### src/rtl/hist_rmw_seq.sv
module hist_rmw_seq #(
  parameter int AW = 8,
  parameter int DW = 16
) (
  input  logic          clk,
  input  logic          clear,
  input  logic          enable,
  input  logic          abort,
  input  logic          conv_strobe,
  input  logic [AW-1:0] sample,
  output logic          conv_clk,
  output logic          conv_done,
  output logic [AW-1:0] mem_addr,
  input  logic [DW-1:0] mem_rdata,
  output logic [DW-1:0] mem_wdata,
  output logic          mem_oe,
  output logic          mem_we,
  output logic          armed,
  output logic          overflow
);
  typedef enum logic [3:0] {
    S_INIT, S_ARMED, S_CK1, S_CKLO, S_CK2, S_RD, S_LAT,
    S_HOLD, S_DRV, S_WR, S_DN1, S_DN2, S_DN3
  } st_t;

  st_t st, nx;
  logic [2:0] sync;
  logic grab;
  logic [DW-1:0] sum;
  logic [AW-1:0] bin;

  wire strobe_edge = sync[1] & ~sync[2];

  always_ff @(posedge clk or posedge clear)
    if (clear) sync <= '0;
    else       sync <= {sync[1:0], conv_strobe};

  always_ff @(posedge clk or posedge clear)
    if (clear)                     grab <= 1'b0;
    else if (abort || st == S_CK1) grab <= 1'b0;
    else if (st == S_ARMED && strobe_edge) grab <= 1'b1;

  always_comb begin
    nx = st;
    case (st)
      S_INIT:  if (enable) nx = S_ARMED;
      S_ARMED: if (grab)   nx = S_CK1;
      S_CK1:   nx = S_CKLO;
      S_CKLO:  nx = S_CK2;
      S_CK2:   nx = S_RD;
      S_RD:    nx = S_LAT;
      S_LAT:   nx = S_HOLD;
      S_HOLD:  nx = S_DRV;
      S_DRV:   nx = S_WR;
      S_WR:    nx = S_DN1;
      S_DN1:   nx = S_DN2;
      S_DN2:   nx = S_DN3;
      S_DN3:   nx = S_ARMED;
      default: nx = S_INIT;
    endcase
    if (abort) nx = S_INIT;
  end

  always_ff @(posedge clk or posedge clear)
    if (clear) st <= S_INIT;
    else       st <= nx;

  always_ff @(posedge clk or posedge clear)
    if (clear) begin
      bin      <= '0;
      sum      <= '0;
      overflow <= 1'b0;
    end else begin
      if (st == S_CK2) bin <= sample;
      if (st == S_LAT && !abort) begin
        sum <= mem_rdata + 1'b1;
        if (&mem_rdata) overflow <= 1'b1;
      end
    end

  assign conv_clk  = (st == S_CK1) || (st == S_CK2);
  assign mem_oe    = (st == S_RD)  || (st == S_LAT);
  assign mem_we    = (st == S_WR);
  assign conv_done = (st == S_DN1) || (st == S_DN2) || (st == S_DN3);
  assign armed     = (st == S_ARMED);
  assign mem_addr  = bin;
  assign mem_wdata = sum;
endmodule


### config.mk
export PLATFORM = sky130hd
export DESIGN_NAME = hist_rmw_seq
export DESIGN_NICKNAME = d
export VERILOG_FILES = /design/src/rtl/hist_rmw_seq.sv
export SDC_FILE = /design/constraint.sdc
export NUM_CORES = 1
export LEC_CHECK = 0
export BUFFER_PORTS_ARGS = -buffer_cell sky130_fd_sc_hd__buf_2
export CORE_ASPECT_RATIO = 1.5
export CORE_MARGIN = 2
export CORE_UTILIZATION = 29
export CTS_CLUSTER_DIAMETER = 40
export DETAILED_ROUTE_END_ITERATION = 16
export GPL_ROUTABILITY_DRIVEN = 0
export PLACE_DENSITY_LB_ADDON = 0.25
export SLEW_MARGIN = 5
export SYNTH_ARGS = -nofsm -noshare
export SYNTH_HDL_FRONTEND = slang
export SYNTH_SLANG_ARGS = --single-unit
export TNS_END_PERCENT = 100
### constraint.sdc
create_clock -name clk -period 2.95 [get_ports clk]
set_input_delay 0.59 -clock clk [delete_from_list [all_inputs] [get_ports clk]]
set_output_delay 0.59 -clock clk [all_outputs]
set_load 0.01 [all_outputs]
Word level (Yosys, flattened, before mapping)
Index checks and enable logic that the tools add are counted.
{ "op_classes": {"add_sub_neg": 1, "multipliers": 0, "n_div": 0, "n_lt_le_gt_ge": 0, "n_eq_ne": 14, "n_shift": 0, "mux": 6, "bitwise_logic": 2, "reduce_logical": 12} }
{ "ops": {"columns": ["operator", "n"], "rows": [
  ["$pmux W4 S13", 1],
  ["$eq A4 B4 Y1 const B", 5],
  ["$reduce_and A17 Y1", 1],
  ["$add A16 B1 Y16 const B", 1],
  ["$eq A4 B3 Y1 const B", 4],
  ["$mux W4", 3],
  ["$eq A4 B2 Y1 const B", 2],
  ["$logic_or A1 B1 Y1", 5],
  ["$eq A4 B1 Y1 const B", 1],
  ["$logic_not A4 Y1", 1],
  ["$ne A3 B2 Y1 const B", 1],
  ["$ne A3 B3 Y1 const B", 1],
  ["$logic_and A1 B1 Y1", 2],
  ["$mux W1", 2],
  ["$reduce_and A2 Y1", 1],
  ["$reduce_bool A2 Y1", 1],
  ["$and A1 B1 Y1", 1],
  ["$logic_not A1 Y1", 1],
  ["$not A1 Y1", 1]
]} }
{ "totals": {"ff_bits": 33, "latch_bits": 0, "mem_bits_rw": 0, "romBits": 0, "inputBits": 29, "word_cells": 41, "mem_count": 0} }

Logic depth before layout (Yosys ltp)
Gate-level depths: netlist of the first run.
{ "logic_depth": {"word_depth": 5, "depth_mapped": 6, "depth_no_buf": 6} }

Worst setup path after synthesis of the first run
No wires, ideal clock.
{ "synth_path": {"kind": "register to output", "start": "register st[0]", "end": "output port conv_clk", "t_arrival_ns": 1.102, "required_time_ns": 2.360, "slack_ns": 1.258, "path_stages_with_launch": 4, "n_path_buf": 1, "path_cell_list": "dfrtp_1 > buf_4 > nor4b_1 > or2_2"} }
{ "synth_via": {"elab_chain_len": 2, "elab_cells_between_ends": 3, "classes_between": "2 x eq/ne; 1 x reduce/logical"} }
{ "synth_rtl": {"columns": ["element", "line_no", "text"], "rows": [
  ["start: declaration", "26", "st_t st, nx;"],
  ["start signal: assignment", "66", "else st <= nx;"],
  ["$eq A4 B2 Y1 or $eq A4 B3 Y1 (tied branches)", "81", "assign conv_clk = (st == S_CK1) || (st == S_CK2);"],
  ["$logic_or A1 B1 Y1 (*)", "81", null],
  ["end: declaration", "11", "output logic conv_clk,"]
]} }
Every way passes the cells marked *; elsewhere a longest branch is shown, timed or not.

Final worst setup path of the first run
{ "layout_path": {"start": "register st[1]", "end": "output port conv_clk"} }
The elaborated chain is that of the path after synthesis.

==> impl_metrics.ini, run 1 <==
[global_routing]
track_usage_pct = 12.6
grt_util_met3_pct = 3.98
grt_pass1_wl_um = 6020
gr-usage-met2_pct = 20.2
grt_use_met1_pct = 15.1
grt_pass1_vias = 1286
overflow = 0
grt_max_degree = 34
antenna_found_initial = 0
top_usage_layer = met2

[critical_path]
crit_family = flip-flops
r2r_setup_slack_ps = 1000
startpoint_type = flop
cp_slowest_cell = dfrtp_1
end_kind = output port
crit_cells = 4
cp_num_buf_inv = 2
r2r-start = st[2]$_DFFE_PP0P_
worstSetupPathType = reg2out
required_ps = 2360
r2r-end = mem_wdata[12]$_DFFE_PP0P_
setup.worst_path.start = st[1]$_DFFE_PP0P_
slowest_delay_ps = 670
crit_path_cell_trace = nor4b_4 -> buf_4 -> or2_2 -> buf_2
worstPathArrival_ps = 1650
crit_end = conv_clk
crit_fanout = 14
r2r_cells = 5

[flow_run]
drv_cap = 0

[clock_tree]
clock_sinks = 33
post-cts-setup-buffers = 0
cts_buffers = 5
cts_tree = built
cts.path.max_buffers = 2
holdBufCountCts = 0
path_clk_slew_ps = 70
clk-insertion-delay-late_ps = 280
cts_resized = 0
htreeDepth = 2
clockRootBuffer = clkbuf_8

[floorplanning]
die_y_um = 96.3
start_util_pct = 30.0
die_w_um = 65.5
coreArea_um2 = 5490
fp.dieArea_um2 = 6310
io_pins = 59
rows = 33

[outcome]
status = finished, final reports clean

[timing]
finalHoldViolations = 0
fin_setup_tns_ps = 0
rsz0062_at_grt = false
finalSetupViolations = 0
tightest_slew_ps = 650
slew_viol_final = 0
clock.fmax_ghz = 0.447
fin_skew_ps = 2.91
slew_headroom_pct = 56.5
final.period_utilization_pct = 75.9
layout_min_cycle_time_ps = 2240

[placed_design]
port_buffers = 58
dp_hpwl_um = 2700
dpl.cell_count = 277

[synthesis]
ys_seq_elements = 33
yosys_most_used_dff = dfrtp_1
syn_area_per_cell_um2 = 10.8
synth_edf_count = 0
synthesis.area_um2 = 1650
async_flop_share_pct = 100
ys_types = 31
yosysSeqAreaShare_pct = 50.2
synth_cells = 152
synth_nets = 182
yosysWarnings = 0

[route]
drc = 0
vias = 1313
vias_per_cell = 4.61
drtIter0Drc = 67
ant_nets = 0
drt-total-wl_um = 3530
firstDrtPassIters = 4
routedWlPerCell_um = 12.4

[pwr]
leakagePower_nw = 1.05
power_density_nw_per_um2 = 490
ir_drop_mv = 0.230

[finish]
multi_input_area_um2 = 761
regArea_um2 = 826
fill_cells = 573
fin_cells = 285
finalNetCount = 244
area_growth_pct = 26.8
drive_above_1_share_pct = 40.0
n_antenna_cell = 0

[hold_path]
min_path_type = reg2reg
[cell usage in the layout, fill, tap and decap left out, types with 2 or more instances in the layout]
| cell | Yosys | final |
|---|---|---|
| nor3_1 | 2 | 2 |
| nand4_1 | 3 | 3 |
| a21oi_1 | 19 | 19 |
| mux2_2 | 10 | 10 |
| nor2b_1 | 2 | 2 |
| nand2_1 | 6 | 6 |
| buf_2 | 3 | 58 |
| nor4b_4 | 3 | 3 |
| clkbuf_8 | 0 | 5 |
| nand2b_1 | 2 | 2 |
| dfrtp_1 | 33 | 33 |
| clkinv_2 | 0 | 2 |
| xor2_1 | 7 | 7 |
| xnor2_1 | 8 | 8 |
| nor3_2 | 2 | 2 |
| nand3_1 | 6 | 6 |
| inv_1 | 3 | 3 |
| buf_4 | 3 | 4 |
| nor2_1 | 26 | 26 |
[metal layers]
layer | vias to the layer above | routed length [um]
li1 | 650 | -
met1 | 621 | 1430
met2 | 35 | 1800
met3 | 7 | 208
met4 | 0 | 92
met5 | - | 0
[flip-flops by register name (all words and copies together) (netlist names)]
name       cells
mem_wdata     16
st             4
grab           1
mem_addr       8
overflow       1
sync           3
[how the worst min path moves through the flow]
stage	start	cells after the start	slack (ps)	to
global placement	sync[0]$_DFF_PP0_	0	330	sync[1]$_DFF_PP0_
CTS	sync[0]$_DFF_PP0_	0	350	sync[1]$_DFF_PP0_
detailed placement	sync[0]$_DFF_PP0_	0	340	sync[1]$_DFF_PP0_
floorplan	sync[0]$_DFF_PP0_	0	330	sync[1]$_DFF_PP0_
global route	sync[0]$_DFF_PP0_	0	370	sync[1]$_DFF_PP0_
finish	sync[0]$_DFF_PP0_	0	350	sync[1]$_DFF_PP0_
[per-stage QoR]
| stage | area [um2] | total power, mW | util, % | hold slack [ps] | setup slack (ps) |
|---|---|---|---|---|---|
| global route | 2090 | 1.10 | 38.0 | 365 | 505 |
| detailed placement | 2010 | 0.717 | 36.5 | 337 | 969 |
| global placement | 2010 | 0.714 | 36.5 | 333 | 987 |
| floorplan | 1650 | 0.629 | - | 331 | 1260 |
| finish | 2090 | 1.02 | 38.0 | 352 | 711 |
| CTS | 2090 | 1.05 | 38.0 | 353 | 685 |
[where the power goes]
group / leakage, nW / total (mW) / internal [mW] / switching (mW)
Clock: 0.0450 / 0.320 / 0.163 / 0.157
Sequential: 0.443 / 0.527 / 0.498 / 0.0291
Combinational: 0.558 / 0.177 / 0.0905 / 0.0863
Total: 1.05 / 1.02 / 0.752 / 0.272
[Yosys cell counts (2+ instances only)]
| master | number | area share, % |
|---|---|---|
| nor3_1 | 2 | 0.61 |
| nor4b_4 | 3 | 4.3 |
| dfrtp_1 | 33 | 50 |
| nand2b_1 | 2 | 0.76 |
| xnor2_1 | 8 | 4.3 |
| buf_4 | 3 | 1.4 |
| mux2_2 | 10 | 6.8 |
| a21oi_1 | 19 | 5.8 |
| nand3_1 | 6 | 1.8 |
| buf_2 | 3 | 0.91 |
| inv_1 | 3 | 0.68 |
| nor2b_1 | 2 | 0.76 |
| xor2_1 | 7 | 3.7 |
| nor2_1 | 26 | 5.9 |
| nand4_1 | 3 | 1.1 |
| nor3_2 | 2 | 1.2 |
| nand2_1 | 6 | 1.4 |
[logic make-up after synthesis]
logic type               synth area share, %
adder cells (fa/ha/maj)                0.760
multiplexers                            7.45
flip-flops                              50.2
XOR/XNOR                                7.98
AO/OA/AOI/OAI                           7.90
AND/OR/NAND/NOR                         22.1
buffers and inverters                   3.65
[final cells by class]
type	instances	area share, %
Clock buffer	6	3.48
Clock inverter	2	0.479
Inverter	3	0.539
Multi-Input combinational cell	109	36.4
Sequential cell	33	39.5
Tap cell	70	4.19
Timing Repair Buffer	62	15.3
[worst register-to-register path, cell delays in order (launching register included)]
cell	delay, ps
dfrtp_1	620
nand2b_1	180
nor4b_4	590
buf_4	310
nor2_1	50
a21oi_1	120
No activity file was read; power rests on OpenSTA's default activity.
==> inputs of run 2 (changes only) <==
==> constraint.sdc (replaced) <==
create_clock -name clk -period 2.01 [get_ports clk]
set_input_delay 0.402 -clock clk [delete_from_list [all_inputs] [get_ports clk]]
set_output_delay 0.402 -clock clk [all_outputs]
set_load 0.01 [all_outputs]
==> run 2 against run 1 <==
Net effect:
- global-route usage is 0.95 points lower
- routed wire length is 2.4% lower
- flip-flop and latch count is the same
- worst hold slack lost 150 ps
- power rose by 53%
- register-to-register slack lost 610 ps
- clock power rose by 68%
- die area did not move
- worst setup slack lost 590 ps
- cell count increased by 1.4%
==> impl_metrics.ini, run 2 (synthesis results as in run 1) <==
[timing]
layout_min_cycle_time_ps = 1890
fin_ws_ps = 121
clock.fmax_ghz = 0.529
fin_skew_ps = 2.93
final.period_utilization_pct = 94.0
tightest_slew_ps = 527
slew_viol_final = 0
finalSetupViolations = 0
fin_setup_tns_ps = 0
slew_headroom_pct = 64.9
rsz0062_at_grt = false
finalHoldViolations = 0

[finish]
stdcell_area_um2 = 2150
layout_common_cells = buf_2 (58), dfrtp_1 (31), nor2_1 (26)
largest_reg_flops = 16
fin_util_pct = 39.1
finalNetCount = 248
final_common_cell = buf_2
drive_above_1_share_pct = 42.9
n_antenna_cell = 0
fin_cells = 289
area_growth_pct = 30.3

[floorplanning]
fp.dieArea_um2 = 6310
die_w_um = 65.5
io_pins = 59
rows = 33
die_y_um = 96.3
start_util_pct = 30.0
coreArea_um2 = 5490

[pwr]
leakagePower_nw = 1.08
power_switching_mw = 0.395
p_int_mw = 1.17
p_clk_share_pct = 34.2
ir_drop_mv = 0.332
power_density_nw_per_um2 = 731
seqPwrFrac_pct = 49.2
swShare_pct = 25.2
share_comb_of_total_power_pct = 16.6

[route]
drtIter0Drc = 47
firstDrtPassIters = 3
drc = 0
vias = 1326
vias_per_cell = 4.59
routedWlPerCell_um = 11.9
drt-total-wl_um = 3450
ant_nets = 0

[critical_path]
r2r_cells = 5
required_ps = 1610
worstSetupPathType = reg2out
r2r_setup_slack_ps = 390
r2r-start = st[3]$_DFFE_PP0P_
end_kind = output port
crit_path_cell_trace = buf_4 -> nor4b_4 -> or2_2 -> buf_2
startpoint_type = flop
cp_slowest_cell = dfrtp_2
crit_family = flip-flops
slowest_delay_ps = 480
crit_fanout = 11
r2r-end = mem_wdata[5]$_DFFE_PP0P_
cp_num_buf_inv = 2
worstPathArrival_ps = 1490

[global_routing]
track_usage_pct = 11.6
grt_pass1_wl_um = 5620
grt_max_degree = 34
antenna_found_initial = 0
grt_pass1_vias = 1287
overflow = 0

[clock_tree]
cts_tree = built
htreeDepth = 2
cts.path.max_buffers = 2
holdBufCountCts = 0
post-cts-setup-buffers = 0
cts_buffers = 5
path_clk_slew_ps = 60
cts_resized = 0
clockRootBuffer = clkbuf_8
clock_sinks = 33
clk-insertion-delay-late_ps = 270

[outcome]
status = finished, final reports clean

[flow_run]
drv_cap = 0

[placed_design]
pre_cts_ws_ps = 204
port_buffers = 58
dpl.cell_count = 281
dp_hpwl_um = 2630
place_area_um2 = 2040

[hold_path]
min_path_type = in2async
[run 2: cell count changes in the layout (fill, tap and decap cells not counted)]
cell,previous run,this run
buf_4,4,8
dfrtp_2,0,2
clkinv_2,2,1
clkbuf_8,5,7
clkbuf_1,1,0
dfrtp_1,33,31
nor4b_2,0,1
nor4b_1,1,0
[run 2: how the worst max path moves through the flow]
stage,from,end,slack (ps),cells after the start
after global routing,st[0]$_DFFE_PP0P_,conv_clk,20,3
after floorplan,st[0]$_DFFE_PP0P_,conv_clk,510,3
after global placement,mem_rdata[0],mem_wdata[8]$_DFFE_PP0P_,230,7
after CTS,st[0]$_DFFE_PP0P_,conv_clk,60,3
final,st[3]$_DFFE_PP0P_,conv_clk,120,4
after detailed placement,mem_rdata[0],mem_wdata[8]$_DFFE_PP0P_,200,7
[run 2: final cells by class]
type                       instances  area, um2
clock buffer                       7       96.3
clock inverter                     1       5.00
fill                             573       3350
inverter                           3       11.3
multi-input combinational        109        767
sequential                        33        828
tap                               70       87.6
timing repair buffer              66        350
[run 2: stage by stage]
step	hold WS (ps)	total power, mW
after floorplan	331	0.923
after global placement	333	1.05
after detailed placement	354	1.05
after CTS	214	1.61
after global routing	218	1.66
final	203	1.57
[run 2: per-layer routing]
metal	share of wire (%)	vias up	GRT usage [%]
li1	-	658	-
met1	40	631	13.5
met2	54	33	19.7
met3	4.7	4	2.92
met4	1.5	0	5.73
met5	0	-	0
[run 2: power groups by stage]
stage          registers (mW)  clock network, mW  logic, mW
6_report                0.773              0.536      0.261
5_1_grt                 0.781              0.592      0.290
4_1_cts                 0.773              0.569      0.267
2_1_floorplan           0.806                  0      0.117
3_5_place_dp            0.785                  0      0.267
3_3_place_gp            0.784                  0      0.265
[run 2: tightest hold or removal path, stage by stage]
cell	delay (ps)
buf_2	90
inv_1	40
buf_4	370
==> inputs of run 3 (changes only) <==
--- a/config.mk
+++ b/config.mk
@@ -13,6 +13,7 @@
 export DETAILED_ROUTE_END_ITERATION = 16
 export GPL_ROUTABILITY_DRIVEN = 0
 export PLACE_DENSITY_LB_ADDON = 0.25
+export SETUP_SLACK_MARGIN = 0.2
 export SLEW_MARGIN = 5
 export SYNTH_ARGS = -nofsm -noshare
 export SYNTH_HDL_FRONTEND = slang
==> constraint.sdc (replaced) <==
create_clock -name clk -period 1.5 [get_ports clk]
set_input_delay 0.3 -clock clk [delete_from_list [all_inputs] [get_ports clk]]
set_output_delay 0.3 -clock clk [all_outputs]
set_load 0.01 [all_outputs]
==> run 3 against run 2 <==
Net effect:
- first-iteration DRC count fell by 4.3%
- global-route usage rose by 1.9 points
- clock skew rose by 4.4 ps
- the run now ends with setup timing left
- highest routed layer unchanged
- critical path type unchanged
==> impl_metrics.ini, run 3 (synthesis results as in run 1) <==
[route]
routedWlPerCell_um = 12.5
ant_nets = 0
vias_per_cell = 4.56
drtIter0Drc = 45
drt-total-wl_um = 3810
firstDrtPassIters = 4
vias = 1385
drc = 0

[finish]
n_antenna_cell = 0
fin_util_pct = 43.2
final_common_cell = buf_2
area_growth_pct = 44.2
largest_reg_flops = 16
finalNetCount = 263
drive_above_1_share_pct = 50.4
stdcell_area_um2 = 2370
layout_common_cells = buf_2 (57), dfrtp_1 (30), nor2_1 (23)

[clock_tree]
clock_sinks = 33
clockRootBuffer = clkbuf_8
path_clk_slew_ps = 70
htreeDepth = 2
cts.path.max_buffers = 2
clk-insertion-delay-late_ps = 280
cts_buffers = 5
cts_tree = built

[outcome]
status = complete, but fails checks
violations = setup timing

[global_routing]
grt_pass1_vias = 1400
antenna_found_initial = 0
overflow = 0
grt_max_degree = 34
grt_pass1_wl_um = 6440
track_usage_pct = 13.5

[critical_path]
crit_fanout = 5
r2r-start = st[3]$_DFFE_PP0P_
worstSetupPathType = reg2out
required_ps = 1200
startpoint_type = flop
worstPathArrival_ps = 1380
setup.worst_path.start = st[0]$_DFFE_PP0P_
end_kind = output port

[pwr]
power_density_nw_per_um2 = 898
ir_drop_mv = 0.527
leakagePower_nw = 1.17

[timing]
rsz0062_at_grt = true
fin_ws_ps = -177
tightest_slew_ps = 421
clock.fmax_ghz = 0.596
layout_min_cycle_time_ps = 1680
finalSetupViolations = 23
fin_skew_ps = 7.35
slew_viol_final = 0
final.period_utilization_pct = 112
finalHoldViolations = 0
slew_headroom_pct = 71.9

[floorplanning]
io_pins = 59
die_y_um = 96.3
rows = 33
fp.dieArea_um2 = 6310
coreArea_um2 = 5490
die_w_um = 65.5
start_util_pct = 30.0

[placed_design]
dp_hpwl_um = 2790
place_area_um2 = 2100
port_buffers = 58

[flow_run]
drv_cap = 0

[hold_path]
min_path_type = in2async
## run 3: per-stage QoR
stage,setup slack [ps],total power [mW],setup TNS [ps],instances,hold WS [ps]
2_1_floorplan,102,1.24,0,152,331
3_3_place_gp,-38.6,1.42,-170,285,334
3_5_place_dp,-57.0,1.43,-342,285,335
4_1_cts,-208,2.16,-919,303,110
5_1_grt,-239,2.28,-3790,304,101
6_report,-177,2.13,-992,304,95.5
## run 3: worst max-delay path: stages, from the launching register on
cell and delay, ps:
dfrtp_2 430, buf_12 140, nor4b_4 280, or2_4 160
buf_6 90
## run 3: timing repair
| item | in CTS | in global routing |
|---|---|---|
| cloned | 0 | 0 |
| gates resized for setup | 19 | 9 |
| hold buffers | 0 | 0 |
| setup endpoints to repair | 32 | 34 |
| buffers inserted | 10 | 1 |
| pin swaps | 5 | 5 |
## run 3: final timing paths
kind	to	slack, ps	cells past startpoint
max in group asynchronous	st[3]$_DFFE_PP0P_	1070	3
max reg2reg	st[0]$_DFFE_PP0P_	-50	5
min	mem_addr[6]$_DFFE_PP0N_	100	3
max	conv_clk	-180	4
min reg2reg	sync[1]$_DFF_PP0_	350	0
min in group clk	sync[0]$_DFF_PP0_	120	1
## run 3: layer usage
layer	part of all wire (%)	track usage [%]	wire length, um
met2	57	24.3	2170
met4	1.0	6.25	39
met1	38	15.1	1450
met5	0	0	0
met3	3.9	2.69	148
## run 3: area by class of cell
class	instances	area (um2)
multi-input combinational	109	852
clock buffer	5	68.8
timing repair buffer	81	508
tap	70	87.6
sequential	33	830
fill	548	3120
clock inverter	3	17.5
inverter	3	11.3
## run 3: where the power goes
| group | switching [mW] | internal [mW] | leakage [nW] |
|---|---|---|---|
| Combinational | 0.205 | 0.263 | 0.690 |
| Clock | 0.319 | 0.320 | 0.0439 |
| Sequential | 0.0474 | 0.980 | 0.439 |
| Total | 0.571 | 1.56 | 1.17 |
